<file path="src/rtl/bus_own_lock_pkg.sv">
package bus_own_lock_pkg;
   localparam int unsigned MIN_SYNC = 2;

   function automatic int unsigned cnt_width(input int unsigned n);
      return (n < 2) ? 1 : $clog2(n);
   endfunction
endpackage

</file>
<file path="src/rtl/bus_line_sync.sv">
module bus_line_sync #(
   parameter int unsigned WIDTH  = 2,
   parameter int unsigned STAGES = 2
) (
   input  logic             clk,
   input  logic             rst_n,
   input  logic [WIDTH-1:0] line_i,
   output logic [WIDTH-1:0] line_o
);
   import bus_own_lock_pkg::*;

   if (STAGES < MIN_SYNC) begin : g_bad_stages
      $error("bus_line_sync: STAGES below minimum");
   end

   logic [WIDTH-1:0] stage_q [STAGES];

   for (genvar s = 0; s < STAGES; s++) begin : g_stage
      always_ff @(posedge clk or negedge rst_n) begin
         if (!rst_n) begin
            stage_q[s] <= '1;
         end else if (s == 0) begin
            stage_q[s] <= line_i;
         end else begin
            stage_q[s] <= stage_q[(s == 0) ? 0 : s-1];
         end
      end
   end

   assign line_o = stage_q[STAGES-1];
endmodule

</file>
<file path="src/rtl/bus_cycle_ctrl.sv">
module bus_cycle_ctrl #(
   parameter int unsigned CYC_CLKS = 4
) (
   input  logic clk,
   input  logic rst_n,
   input  logic xfer_req_i,
   input  logic lock_seq_i,
   input  logic gnt_n_i,
   input  logic busy_idle_i,
   input  logic lock_idle_i,
   output logic in_cycle_o,
   output logic last_o,
   output logic hold_o
);
   import bus_own_lock_pkg::*;

   localparam int unsigned CW = cnt_width(CYC_CLKS);
   localparam logic [CW-1:0] LOAD = CW'(CYC_CLKS - 1);

   if (CYC_CLKS < 1) begin : g_bad_len
      $error("bus_cycle_ctrl: CYC_CLKS must be at least 1");
   end

   logic          in_cycle_q;
   logic [CW-1:0] cnt_q;
   logic          hold_q;
   logic          start;
   logic          last;

   assign start = xfer_req_i && !in_cycle_q && !gnt_n_i && busy_idle_i
                  && (lock_idle_i || hold_q);
   assign last  = in_cycle_q && (cnt_q == '0);

   always_ff @(posedge clk or negedge rst_n) begin
      if (!rst_n) begin
         in_cycle_q <= 1'b0;
         cnt_q      <= '0;
         hold_q     <= 1'b0;
      end else if (start) begin
         in_cycle_q <= 1'b1;
         cnt_q      <= LOAD;
      end else if (last) begin
         in_cycle_q <= 1'b0;
         hold_q     <= lock_seq_i;
      end else if (in_cycle_q) begin
         cnt_q      <= cnt_q - 1'b1;
      end
   end

   assign in_cycle_o = in_cycle_q;
   assign last_o     = last;
   assign hold_o     = hold_q;
endmodule

</file>
<file path="src/rtl/bus_rise_strobe.sv">
module bus_rise_strobe (
   input  logic clk,
   input  logic rst_n,
   input  logic level_i,
   output logic pulse_o
);
   logic prev_q;

   always_ff @(posedge clk or negedge rst_n) begin
      if (!rst_n) prev_q <= 1'b1;
      else        prev_q <= level_i;
   end

   assign pulse_o = level_i && !prev_q;
endmodule

</file>
<file path="src/rtl/bus_own_lock.sv">
module bus_own_lock #(
   parameter int unsigned CYC_CLKS    = 4,
   parameter int unsigned SYNC_STAGES = 2
) (
   input  logic clk,
   input  logic rst_n,
   input  logic xfer_req_i,
   input  logic lock_seq_i,
   input  logic bus_gnt_n_i,
   input  logic bus_busy_n_i,
   input  logic bus_lock_n_i,
   output logic bus_req_n_o,
   output logic busy_drv_o,
   output logic lock_drv_o,
   output logic bus_oe_o,
   output logic xfer_done_o,
   output logic fault_smp_o
);
   localparam int unsigned NLINES = 2;

   logic [NLINES-1:0] line_raw;
   logic [NLINES-1:0] line_syn;
   logic              in_cycle;
   logic              last;
   logic              hold;

   assign line_raw = {bus_lock_n_i, bus_busy_n_i};

   bus_line_sync #(.WIDTH(NLINES), .STAGES(SYNC_STAGES)) u_sync (
      .clk    (clk),
      .rst_n  (rst_n),
      .line_i (line_raw),
      .line_o (line_syn)
   );

   bus_cycle_ctrl #(.CYC_CLKS(CYC_CLKS)) u_ctrl (
      .clk         (clk),
      .rst_n       (rst_n),
      .xfer_req_i  (xfer_req_i),
      .lock_seq_i  (lock_seq_i),
      .gnt_n_i     (bus_gnt_n_i),
      .busy_idle_i (line_syn[0]),
      .lock_idle_i (line_syn[1]),
      .in_cycle_o  (in_cycle),
      .last_o      (last),
      .hold_o      (hold)
   );

   bus_rise_strobe u_strobe (
      .clk     (clk),
      .rst_n   (rst_n),
      .level_i (line_syn[0]),
      .pulse_o (fault_smp_o)
   );

   assign bus_req_n_o = !(xfer_req_i && !in_cycle);
   assign busy_drv_o  = in_cycle;
   assign lock_drv_o  = in_cycle || hold;
   assign bus_oe_o    = in_cycle && !bus_gnt_n_i;
   assign xfer_done_o = last;
endmodule

</file>
<file path="config.mk">
export PLATFORM = sky130hd
export DESIGN_NAME = bus_own_lock
export DESIGN_NICKNAME = d
export VERILOG_FILES = /design/src/rtl/bus_own_lock_pkg.sv /design/src/rtl/bus_line_sync.sv /design/src/rtl/bus_cycle_ctrl.sv /design/src/rtl/bus_rise_strobe.sv /design/src/rtl/bus_own_lock.sv
export SDC_FILE = /design/constraint.sdc
export NUM_CORES = 1
export LEC_CHECK = 0
export ABC_CLOCK_PERIOD_IN_PS = 1600
export BUFFER_PORTS_ARGS = -buffer_cell sky130_fd_sc_hd__buf_4
export CAP_MARGIN = 40
export CORE_AREA = 2 2 39 41
export DETAILED_ROUTE_END_ITERATION = 16
export DIE_AREA = 0 0 41 43
export SLEW_MARGIN = 20
export SYNTH_ARGS = -nofsm -noshare
export SYNTH_HDL_FRONTEND = slang
export SYNTH_SLANG_ARGS = --single-unit
</file>
<file path="constraint.sdc">
create_clock -name clk -period 1.6 [get_ports clk]
set_clock_uncertainty 0.1 [all_clocks]
set_input_delay 0.16 -clock clk [delete_from_list [all_inputs] [get_ports clk]]
set_output_delay 0.16 -clock clk [all_outputs]
set_load 0.05 [all_outputs]
</file>
**Word level (Yosys, flattened, before mapping)**

Cells that the tools add are included.

- $add $sub $neg: 1
- Eq/ne operators: 1
- Muxes and demuxes: 5
- Bitwise logic cells: 1
- Reduce and logical (&&, ||, !) cells: 18

Operators by type and width:

| cell | count |
|---|---|
| $logic_and A1 B1 Y1 | 7 |
| $mux W2 | 3 |
| $logic_not A1 Y1 | 4 |
| $reduce_and A2 Y1 | 2 |
| $reduce_bool A2 Y1 | 2 |
| $logic_not A2 Y1 | 1 |
| $logic_or A1 B1 Y1 | 2 |
| $mux W1 | 2 |
| $ne A2 B1 Y1 const B | 1 |
| $sub A2 B1 Y2 const B | 1 |
| $not A1 Y1 | 1 |

- Flip-flop bits (word level): 9
- Input port bits: 7
- Output and inout port bits: 6
- Word-level logic and storage cells: 32

**Depth between registers and ports, before layout**

Gate-level depths: netlist of the first run.

- Depth in word-level cells: 7
- Gate-level depth with buffers: 5
- Mapped depth without buffers: 5

**Cells and area by module**

From an unflattened synthesis of the first run, not the netlist that was laid out.

- Cells, all modules: 28
- Area, all modules: 369.1 um^2

By module, submodules not included:

| module | instances | cells each | area each (um^2) | seq. area each (um^2) |
|---|---|---|---|---|
| bus_cycle_ctrl | 1 | 17 | 190.2 | 100.1 |
| bus_line_sync | 1 | 6 | 120.1 | 105.1 |
| bus_rise_strobe | 1 | 2 | 40.0 | 26.3 |
| bus_own_lock | 1 | 3 | 18.8 | 0.0 |

**Worst setup path before layout of the first run**

OpenSTA, ideal clock, no wires.

- Path type: register to register
- From: register u_ctrl.in_cycle_q (netlist: u_ctrl.in_cycle_o)
- To: register u_ctrl.hold_q (netlist: u_ctrl.hold_o)
- Library setup time: 125 ps
- Data arrival time: 1560 ps
- Setup slack: -185 ps
- Stages on the path, launching flop included: 3
- Period minus slack after synthesis: 1785 ps
- Cells stage by stage: dfrtp_1 -> and2_1 -> mux2_2

- Elaborated cells between the ends (all ways): 8

RTL lines:

| what | RTL line | RTL |
|---|---|---|
| start, declared | bus_cycle_ctrl.sv:24 | `logic in_cycle_q;` |
| start signal, assigned | bus_cycle_ctrl.sv:36 | `in_cycle_q <= 1'b0;` |
| start signal, assigned | bus_cycle_ctrl.sv:40 | `in_cycle_q <= 1'b1;` |
| start signal, assigned | bus_cycle_ctrl.sv:43 | `in_cycle_q <= 1'b0;` |
| $logic_and A1 B1 Y1 | bus_cycle_ctrl.sv:32 | `assign last = in_cycle_q && (cnt_q == '0);` |
| named net xfer_done_o | bus_own_lock.sv:16 | `output logic xfer_done_o,` |
| $reduce_and A2 Y1 (no line) | - |  |
| end signal, assigned | bus_cycle_ctrl.sv:44 | `hold_q <= lock_seq_i;` |
| end, declared | bus_cycle_ctrl.sv:26 | `logic hold_q;` |

The timed path passes the listed nets, and every way through them passes these cells.
A chain may end at the register's enable or synchronous reset.

**Worst setup path in the final report of the first run**

- From: register u_ctrl.cnt_q[0]
- To: output xfer_done_o

- Word-level cells in the longest chain between the ends: 2

Ends and longest elaborated chain:

| what | RTL line | RTL |
|---|---|---|
| start, declared | bus_cycle_ctrl.sv:25 | `logic [CW-1:0] cnt_q;` |
| start signal, assigned | bus_cycle_ctrl.sv:46 | `cnt_q <= cnt_q - 1'b1;` |
| $logic_not A2 Y1 | bus_cycle_ctrl.sv:32 |  |
| $logic_and A1 B1 Y1 | bus_cycle_ctrl.sv:32 |  |
| end, declared | bus_own_lock.sv:16 |  |

No other way between the ends.

==> metrics.txt, run 1 <==
Die ar. between 1500 and 2000 µm²; worst hold slack roughly 45 ps; cell-internal power between 500 and 600 µW; Worst Hold Class primary input to flip-flop; r2r setup slk 260 ps; FILL cells roughly 140; WL final between 500 and 600 µm; worst endpoint data arrival time about 1200 ps; setup TNS 0 ps; CTS resizes 0; switch share 0.404; core area ~1400 µm²; postcts setup bufs 0; H-tree Lvls 1; R2R depth 5; Slew headroom 0.884; initial core utilization 0.259; Post-CTS Hold Buffers 3; Num CTS Buffers 3; final hold vios 0; Clk network pwr share 0.172; maximum VDD drop about 0.00047 V; Tightest Pin Transition between 150 and 200 ps; Hold Path End u_ctrl.hold_o; drt via density about 4.0; Max Root-Sink Buffers 2; max cap viols 0; P_leak approximately 0.00026 µW; drt first pass iters 2; Nets 54; CTS tree built; DR WL/cell roughly 9.1 µm; most common cell after layout, fill and taps aside buf_4; Synth Warn # 0; post-synthesis cell type count 15; highest clock rate 665 MHz; Clk Latency, worst-skew pair between 200 and 300 ps; Area growth, synth to finish 47.7%; routability cong. 0.558; CP peak stage delay 330 ps; DPL Wire Length ~460 µm; Clock transition at path regs around 60 ps; FP Rows 14; FF-to-FF Start u_ctrl.cnt_q[0]; Post-DRT Antenna Nets 0; vias in the first global route between 200 and 250; port buffer count 12; Syn Nets 34; CP cell instances inv_1, ha_1, and2_2, buf_4; Mapped Cells 26; fin. max-slew vios 0; gr usage total 0.0787; net switching power 397 µW; grt total ovfl 0; startpoint class of the critical path flip-flop; Hold Path Origin lock_seq_i; largest fanout on the critical path 2; post-synthesis sequential area ratio 0.645; Die W approximately 41 µm; Setup Viol. Count Final 0; WP data required about 1300 ps; Synth Register Bits 9; I/O pin count 13; slowest stage cell, crit path dfrtp_1; first-pass GRT wire length about 860 µm; clock root buffer clkbuf_4; share of post-route cells with drive strength above 1 0.622; DRC viols 0; Worst Setup Path Type flip-flop to primary output; DR iter-0 viols 1; Post-Synthesis Cell Area approximately 360 µm²; pin count of the biggest net entering global routing 10; sequential share of power 0.333; RSZ-0062 raised after global routing false; Comb pwr share 0.495; die height between 40 and 50 µm; clk sinks 9; PwrDens 1850 nW/µm²; status complete, no violations; Final period util 0.940; # diodes 0; Synth Area per Inst between 10 and 15 µm²; Final Critical Period roughly 1500 ps; via count ~240; antenna violations before repair 0; commonest cells after routing, fill and taps aside 12 x buf_4, 5 x dfstp_2; hold path cells 2; Crit. End Element primary output; Critical R2R Capture u_ctrl.cnt_q[0]
==> routing by layer <==
| metal | part of all wire | track usage | vias up |
|---|---|---|---|
| met4 | 0 | 0.0800 | 0 |
| met2 | 0.49 | 0.113 | 12 |
| li1 | - | - | 122 |
| met1 | 0.38 | 0.0748 | 110 |
| met5 | 0 | 0 | - |
| met3 | 0.13 | 0.0366 | 0 |
==> critical path: cells and delay by family, from the launching register on <==
kind / cells / cell delay, ps
buffers and inverters: 2 / 250
and+or+nand+nor: 1 / 200
adders and majority gates: 1 / 210
DFF: 1 / 330
==> power groups by stage <==
stage | Clock, µW | Sequential [µW] | Combinational [µW]
2_1_floorplan | 0 | 367 | 323
3_3_place_gp | 0 | 328 | 484
3_5_place_dp | 0 | 331 | 489
4_1_cts | 177 | 327 | 494
5_1_grt | 191 | 334 | 526
6_report | 168 | 327 | 485
==> synth_stat cells (all sizes together) <==
library cell / n / area share
or2b: 1 / 0.021
or4b: 1 / 0.038
nand2: 3 / 0.031
ha: 1 / 0.035
dfrtp: 4 / 0.28
xnor2: 1 / 0.024
nor2b: 2 / 0.035
dfstp: 5 / 0.37
or2: 1 / 0.017
mux2: 1 / 0.031
nand2b: 1 / 0.038
nor2: 1 / 0.010
inv: 2 / 0.021
and2: 1 / 0.017
o211ai: 1 / 0.035
==> flip-flops by register name, indices dropped and copies added, names as in the netlist <==
| name | cells |
|---|---|
| u_ctrl.cnt_q | 2 |
| u_ctrl.hold_o | 1 |
| u_ctrl.in_cycle_o | 1 |
| u_strobe.prev_q | 1 |
| u_sync.line_o | 2 |
| u_sync.stage_q | 2 |
==> how the worst max path moves through the flow <==
stage | from | depth (start not counted) | to | slack (ps)
final | u_ctrl.cnt_q[0] | 4 | xfer_done_o | 100
after global routing | u_ctrl.cnt_q[0] | 4 | xfer_done_o | 30
after CTS | u_ctrl.cnt_q[0] | 4 | xfer_done_o | 80
after detailed placement | u_ctrl.cnt_q[0] | 5 | u_ctrl.cnt_q[0] | 260
after global placement | u_ctrl.in_cycle_o | 3 | u_ctrl.cnt_q[1] | 270
after floorplan | u_ctrl.in_cycle_o | 3 | u_ctrl.cnt_q[1] | 40
==> metrics by stage <==
stage	utilization	setup WS [ps]	power (µW)	cell area (µm²)	cells
3_3_place_gp	0.343	274	812	474	54
4_1_cts	0.383	82.2	998	531	61
2_1_floorplan	-	36.1	690	364	26
6_report	0.383	96.6	980	531	61
3_5_place_dp	0.343	261	820	474	54
5_1_grt	0.383	34.1	1050	531	61
==> kinds of logic (layout without fill, tap and decap cells) <==
group                      after synthesis  after routing  share of synthesized area
muxes                                    1              1                     0.0314
buffers and inverters                    2             21                     0.0209
AOI/OAI and AO/OA                        1              1                     0.0348
adders and majority gates                1              1                     0.0348
xor gates and xnor gates                 1              1                     0.0244
DFF                                      9              9                      0.645
and+or+nand+nor                         11             11                      0.209
==> area by class of cell <==
class | instances | area, µm² | area share
Inverter | 2 | 7.51 | 0.0142
Clock buffer | 4 | 26.3 | 0.0495
Tap cell | 16 | 20.0 | 0.0377
Timing Repair Buffer | 15 | 120 | 0.226
Sequential cell | 9 | 233 | 0.439
Multi-Input combinational cell | 15 | 124 | 0.233
(Power assumes the default switching activity.)
==> run 2, diff against run 1 <==
--- a/config.mk
+++ b/config.mk
@@ -9,7 +9,10 @@
 export BUFFER_PORTS_ARGS = -buffer_cell sky130_fd_sc_hd__buf_4
 export CAP_MARGIN = 40
-export CORE_AREA = 2 2 39 41
+export CELL_PAD_IN_SITES_DETAIL_PLACEMENT = 0
+export CELL_PAD_IN_SITES_GLOBAL_PLACEMENT = 2
+export CORE_MARGIN = 2
+export CORE_UTILIZATION = 27
 export DETAILED_ROUTE_END_ITERATION = 16
-export DIE_AREA = 0 0 41 43
+export PLACE_DENSITY_LB_ADDON = 0.1
 export SLEW_MARGIN = 20
 export SYNTH_ARGS = -nofsm -noshare
==> constraint.sdc (replaced) <==
create_clock -name clk -period 1.6 [get_ports clk]
set_clock_uncertainty 0.1 [all_clocks]
set_input_delay 0.08 -clock clk [delete_from_list [all_inputs] [get_ports clk]]
set_output_delay 0.08 -clock clk [all_outputs]
set_load 0.05 [all_outputs]
==> run 2 against run 1 <==
Net effect: sequential share of layout area decreased by 0.51 points; worst hold slack got worse by 30 ps; utilization increased by 4.0 points; largest cell class unchanged.
==> metrics.txt, run 2 (synthesized netlist as in run 1, its figures left out) <==
status complete, no violations; clk sinks 9; Worst Hold Class primary input to flip-flop; Num CTS Buffers 3; Die ar. 1640 µm²; design area 537 µm²; Worst Setup Path Type flip-flop to primary output; Clk Latency, worst-skew pair roughly 250 ps; share of post-route cells with drive strength above 1 0.587; setup TNS 0 ps; H-tree Lvls 1; Clock transition at path regs 60 ps; Crit. End Element primary output; max cap viols 0; Setup Viol. Count Final 0; sequential share of power 0.335; Slew headroom 0.890; Post-Place Cell Area 470 µm²; worst endpoint data arrival time between 1000 and 1500 ps; Tightest Pin Transition 165 ps; CTS resizes 0; via count 246; highest clock rate roughly 700 MHz; Hold Path Origin bus_gnt_n_i; clock root buffer clkbuf_4; Nets 55; commonest cells after routing, fill and taps aside 12 x buf_4, 5 x dfstp_2, 4 x dlygate4sd3_1; maximum VDD drop about 0.00071 V; total power between 900 and 1000 µW; WP data required 1420 ps; post-layout util 0.423; PwrDens roughly 1800 nW/µm²; most common cell after layout, fill and taps aside buf_4; cell-internal power a little under 600 µW; first-pass GRT wire length about 870 µm; largest fanout on the critical path 2; WL final a little under 600 µm; core area between 1000 and 1500 µm²; Clk network pwr share 0.174; switch share 0.406; DRC viols 0; die height a little over 40 µm; r2r setup slk roughly 240 ps; FILL cells approximately 120; Critical R2R Capture u_ctrl.cnt_q[1]; Die W 40.5 µm; fin. max-slew vios 0; DR WL/cell 9.59 µm; startpoint class of the critical path flip-flop; drt first pass iters 1; P_leak ~0.00026 µW; grt total ovfl 0; Area growth, synth to finish 49.5%; initial core utilization 0.283; FP Rows 13; RSZ-0062 raised after global routing false; pin count of the biggest net entering global routing 10; port buffer count 12; Comb pwr share 0.491; DR iter-0 viols 0; antenna violations before repair 0; gr usage total 0.0853; final hold vios 0; Max Root-Sink Buffers 2; FF-to-FF Start u_ctrl.in_cycle_o; worst setup path end xfer_done_o; Post-DRT Antenna Nets 0; drt via density a little over 4; net switching power between 300 and 400 µW; Final period util 0.873; # diodes 0; Final Critical Period 1400 ps; I/O pin count 13; vias in the first global route between 200 and 250; CP startpoint u_ctrl.cnt_q[0]; R2R depth 3; routability cong. between 0.6 and 0.7; CTS tree built
-- run 2: cell count changes in the layout (fill, tap and decap cells not counted), sizes merged --
cell,before,now
dlygate4sd3,3,4
-- run 2: worst min-delay path by stage --
stage	endpoint	slack [ps]	cells past startpoint
floorplan	u_ctrl.cnt_q[0]	-320	0
global placement	u_ctrl.cnt_q[0]	-190	1
detailed placement	u_ctrl.cnt_q[1]	-190	1
CTS	u_ctrl.in_cycle_o	10	3
global route	u_ctrl.in_cycle_o	20	3
finish	u_ctrl.in_cycle_o	20	3
-- run 2: cell type report --
type / instances / area (µm²) / share of cell area
well taps: 15 / 18.8 / 0.0350
repair buffers: 16 / 130 / 0.242
clock buffers: 4 / 26.3 / 0.0490
multi-input cells: 15 / 121 / 0.226
flip-flops and latches: 9 / 233 / 0.434
inverters: 2 / 7.51 / 0.0140
-- run 2: critical path: stages (launching register included) --
cell and delay, ps:
dfrtp_1 320, inv_1 60, ha_1 200, and2_2 200
buf_4 190
-- run 2: repair_timing --
action,4_1_cts,5_1_grt
setup buffers,0,0
endpoints found under the hold margin,12,0
hold buffers,4,0
-- run 2: stage by stage --
step | cells | hold WS (ps) | worst slack, ps
after floorplan | 26 | -316 | 36.0
after global placement | 53 | -194 | 269
after global routing | 61 | 21.3 | 127
after CTS | 61 | 12.6 | 186
after detailed placement | 53 | -193 | 242
final | 61 | 15.1 | 203
-- run 2: power groups by stage --
stage | Combinational, µW | Clock (µW) | Sequential, µW
4_1_cts | 490 | 177 | 332
3_5_place_dp | 479 | 0 | 335
2_1_floorplan | 321 | 0 | 367
5_1_grt | 522 | 190 | 342
6_report | 482 | 171 | 329
3_3_place_gp | 478 | 0 | 332
-- run 2: layer usage --
layer	track usage	wire length [µm]	vias to the layer above
met5	0	0	-
met4	0.0750	0	0
met3	0.0167	59	0
met2	0.119	275	12
met1	0.110	251	109
li1	-	-	125
==> run 3, diff against run 2 <==
- REMOVE_ABC_BUFFERS: not set -> 1
==> run 3 against run 2 <==
Net effect: via count increased by 2.0%; critical path depth unchanged; cell area decreased by 0.47%; first-iteration DRC count unchanged; die area unchanged; power increased by 1.0%; clock-buffer cell count unchanged.
==> metrics.txt, run 3 (synthesized netlist as in run 1, its figures left out) <==
CP startpoint u_ctrl.cnt_q[0]; CTS resizes 0; Tightest Pin Transition approximately 170 ps; Die ar. 1640 µm²; Slew headroom 0.886; port buffer count 12; Post-DRT Antenna Nets 0; Final WS setup approximately 180 ps; Max Root-Sink Buffers 2; Worst Hold Class primary input to flip-flop; PwrDens between 1500 and 2000 nW/µm²; gr usage total 0.0912; fin. max-slew vios 0; Area growth, synth to finish 48.8%; first-pass GRT wire length about 920 µm; Crit. End Element primary output; grt total ovfl 0; hold path cells 3; clk sinks 9; die height around 40 µm; fin cells 61; Setup Viol. Count Final 0; drt first pass iters 1; setup TNS 0 ps; largest fanout on the critical path 2; drt via density slightly above 4; Critical R2R Capture u_ctrl.cnt_q[1]; core area around 1300 µm²; Clk Latency, worst-skew pair between 200 and 300 ps; Nets between 50 and 60; Register Area between 200 and 250 µm²; r2r setup slk 240 ps; FF-to-FF Start u_ctrl.in_cycle_o; H-tree Lvls 1; Final period util 0.885; WL final roughly 630 µm; Final Critical Period 1420 ps; DR iter-0 viols 0; max cap viols 0; I/O pin count 13; worst hold slack 15.0 ps; startpoint class of the critical path flip-flop; Die W 40.5 µm; DRC viols 0; worst setup path end xfer_done_o; commonest cells after routing, fill and taps aside 12 x buf_4, 5 x dfstp_2, 4 x dlygate4sd3_1, 4 x dfrtp_1; DPL Wire Length about 450 µm; Clock transition at path regs approximately 60 ps; Worst Setup Path Type flip-flop to primary output; DR WL/cell between 10 and 15 µm; area of the multi-input gates 120 µm²; maximum VDD drop between 0.0006 and 0.0007 V; FILL cells roughly 130; # diodes 0; most common cell after layout, fill and taps aside buf_4; FP Rows 13; status complete, no violations; routability cong. 0.673; worst endpoint data arrival time between 1000 and 1500 ps; WP data required between 1000 and 1500 ps; RSZ-0062 raised after global routing false; Place WS 247 ps; P_leak around 0.00026 µW; postcts setup bufs 0; antenna violations before repair 0; Num CTS Buffers 3; CTS tree built; placed insts 53; final hold vios 0; pin count of the biggest net entering global routing 10; via count ~250; highest clock rate 707 MHz; clock root buffer clkbuf_4; share of post-route cells with drive strength above 1 0.543; R2R depth 3; initial core utilization 0.283; vias in the first global route between 200 and 300
-- run 3: cell types whose count changed in the layout (fill, tap and decap cells not counted) --
| cell | before | now |
|---|---|---|
| and2_1 | 0 | 1 |
| and2_2 | 1 | 0 |
| dfrtp_1 | 3 | 4 |
| dfrtp_2 | 1 | 0 |
-- run 3: worst min-delay path by stage --
| stage | from | end | slack [ps] |
|---|---|---|---|
| 2_1_floorplan | rst_n | u_ctrl.cnt_q[0] | -320 |
| 3_3_place_gp | rst_n | u_ctrl.cnt_q[0] | -190 |
| 3_5_place_dp | rst_n | u_ctrl.cnt_q[1] | -190 |
| 4_1_cts | bus_gnt_n_i | u_ctrl.in_cycle_o | 9 |
| 5_1_grt | bus_gnt_n_i | u_ctrl.in_cycle_o | 20 |
| 6_report | bus_gnt_n_i | u_ctrl.in_cycle_o | 20 |
-- run 3: timing repair --
item,in CTS,in global routing
hold buffers,4,0
endpoints found under the setup margin,0,0
hold endpoints to repair,12,0
-- run 3: layout make-up --
cell class                 instances  share of cell area
sequential                         9               0.433
multi-input combinational         15               0.225
tap                               15              0.0351
timing repair buffer              16               0.244
clock buffer                       4              0.0492
inverter                           2              0.0141
-- run 3: critical path, stage by stage (launching register included) --
cell and delay [ps]:
dfrtp_1 360, inv_1 80, ha_1 170, and2_1 160, buf_4 200
-- run 3: metal layers --
layer / vias up / part of all wire / global-route usage
met2: 12 / 0.47 / 0.139
met1: 117 / 0.44 / 0.100
met3: 0 / 0.094 / 0.0333
met4: 0 / 0 / 0.0750
li1: 122 / - / -
met5: - / 0 / 0
-- run 3: per-stage QoR --
| step | util | total power [µW] | cell area [µm²] |
|---|---|---|---|
| floorplan | - | 684 | 359 |
| global placement | 0.369 | 805 | 468 |
| detailed placement | 0.369 | 814 | 468 |
| CTS | 0.421 | 1000 | 534 |
| global route | 0.421 | 1060 | 534 |
| finish | 0.421 | 992 | 534 |
-- run 3: power by group --
part / total [µW] / leakage (µW) / internal (µW) / switching (µW)
clock: 176 / 0.0000150 / 96.1 / 79.6
sequential: 328 / 0.000100 / 292 / 35.5
combinational: 489 / 0.000144 / 194 / 295
total: 992 / 0.000259 / 582 / 410
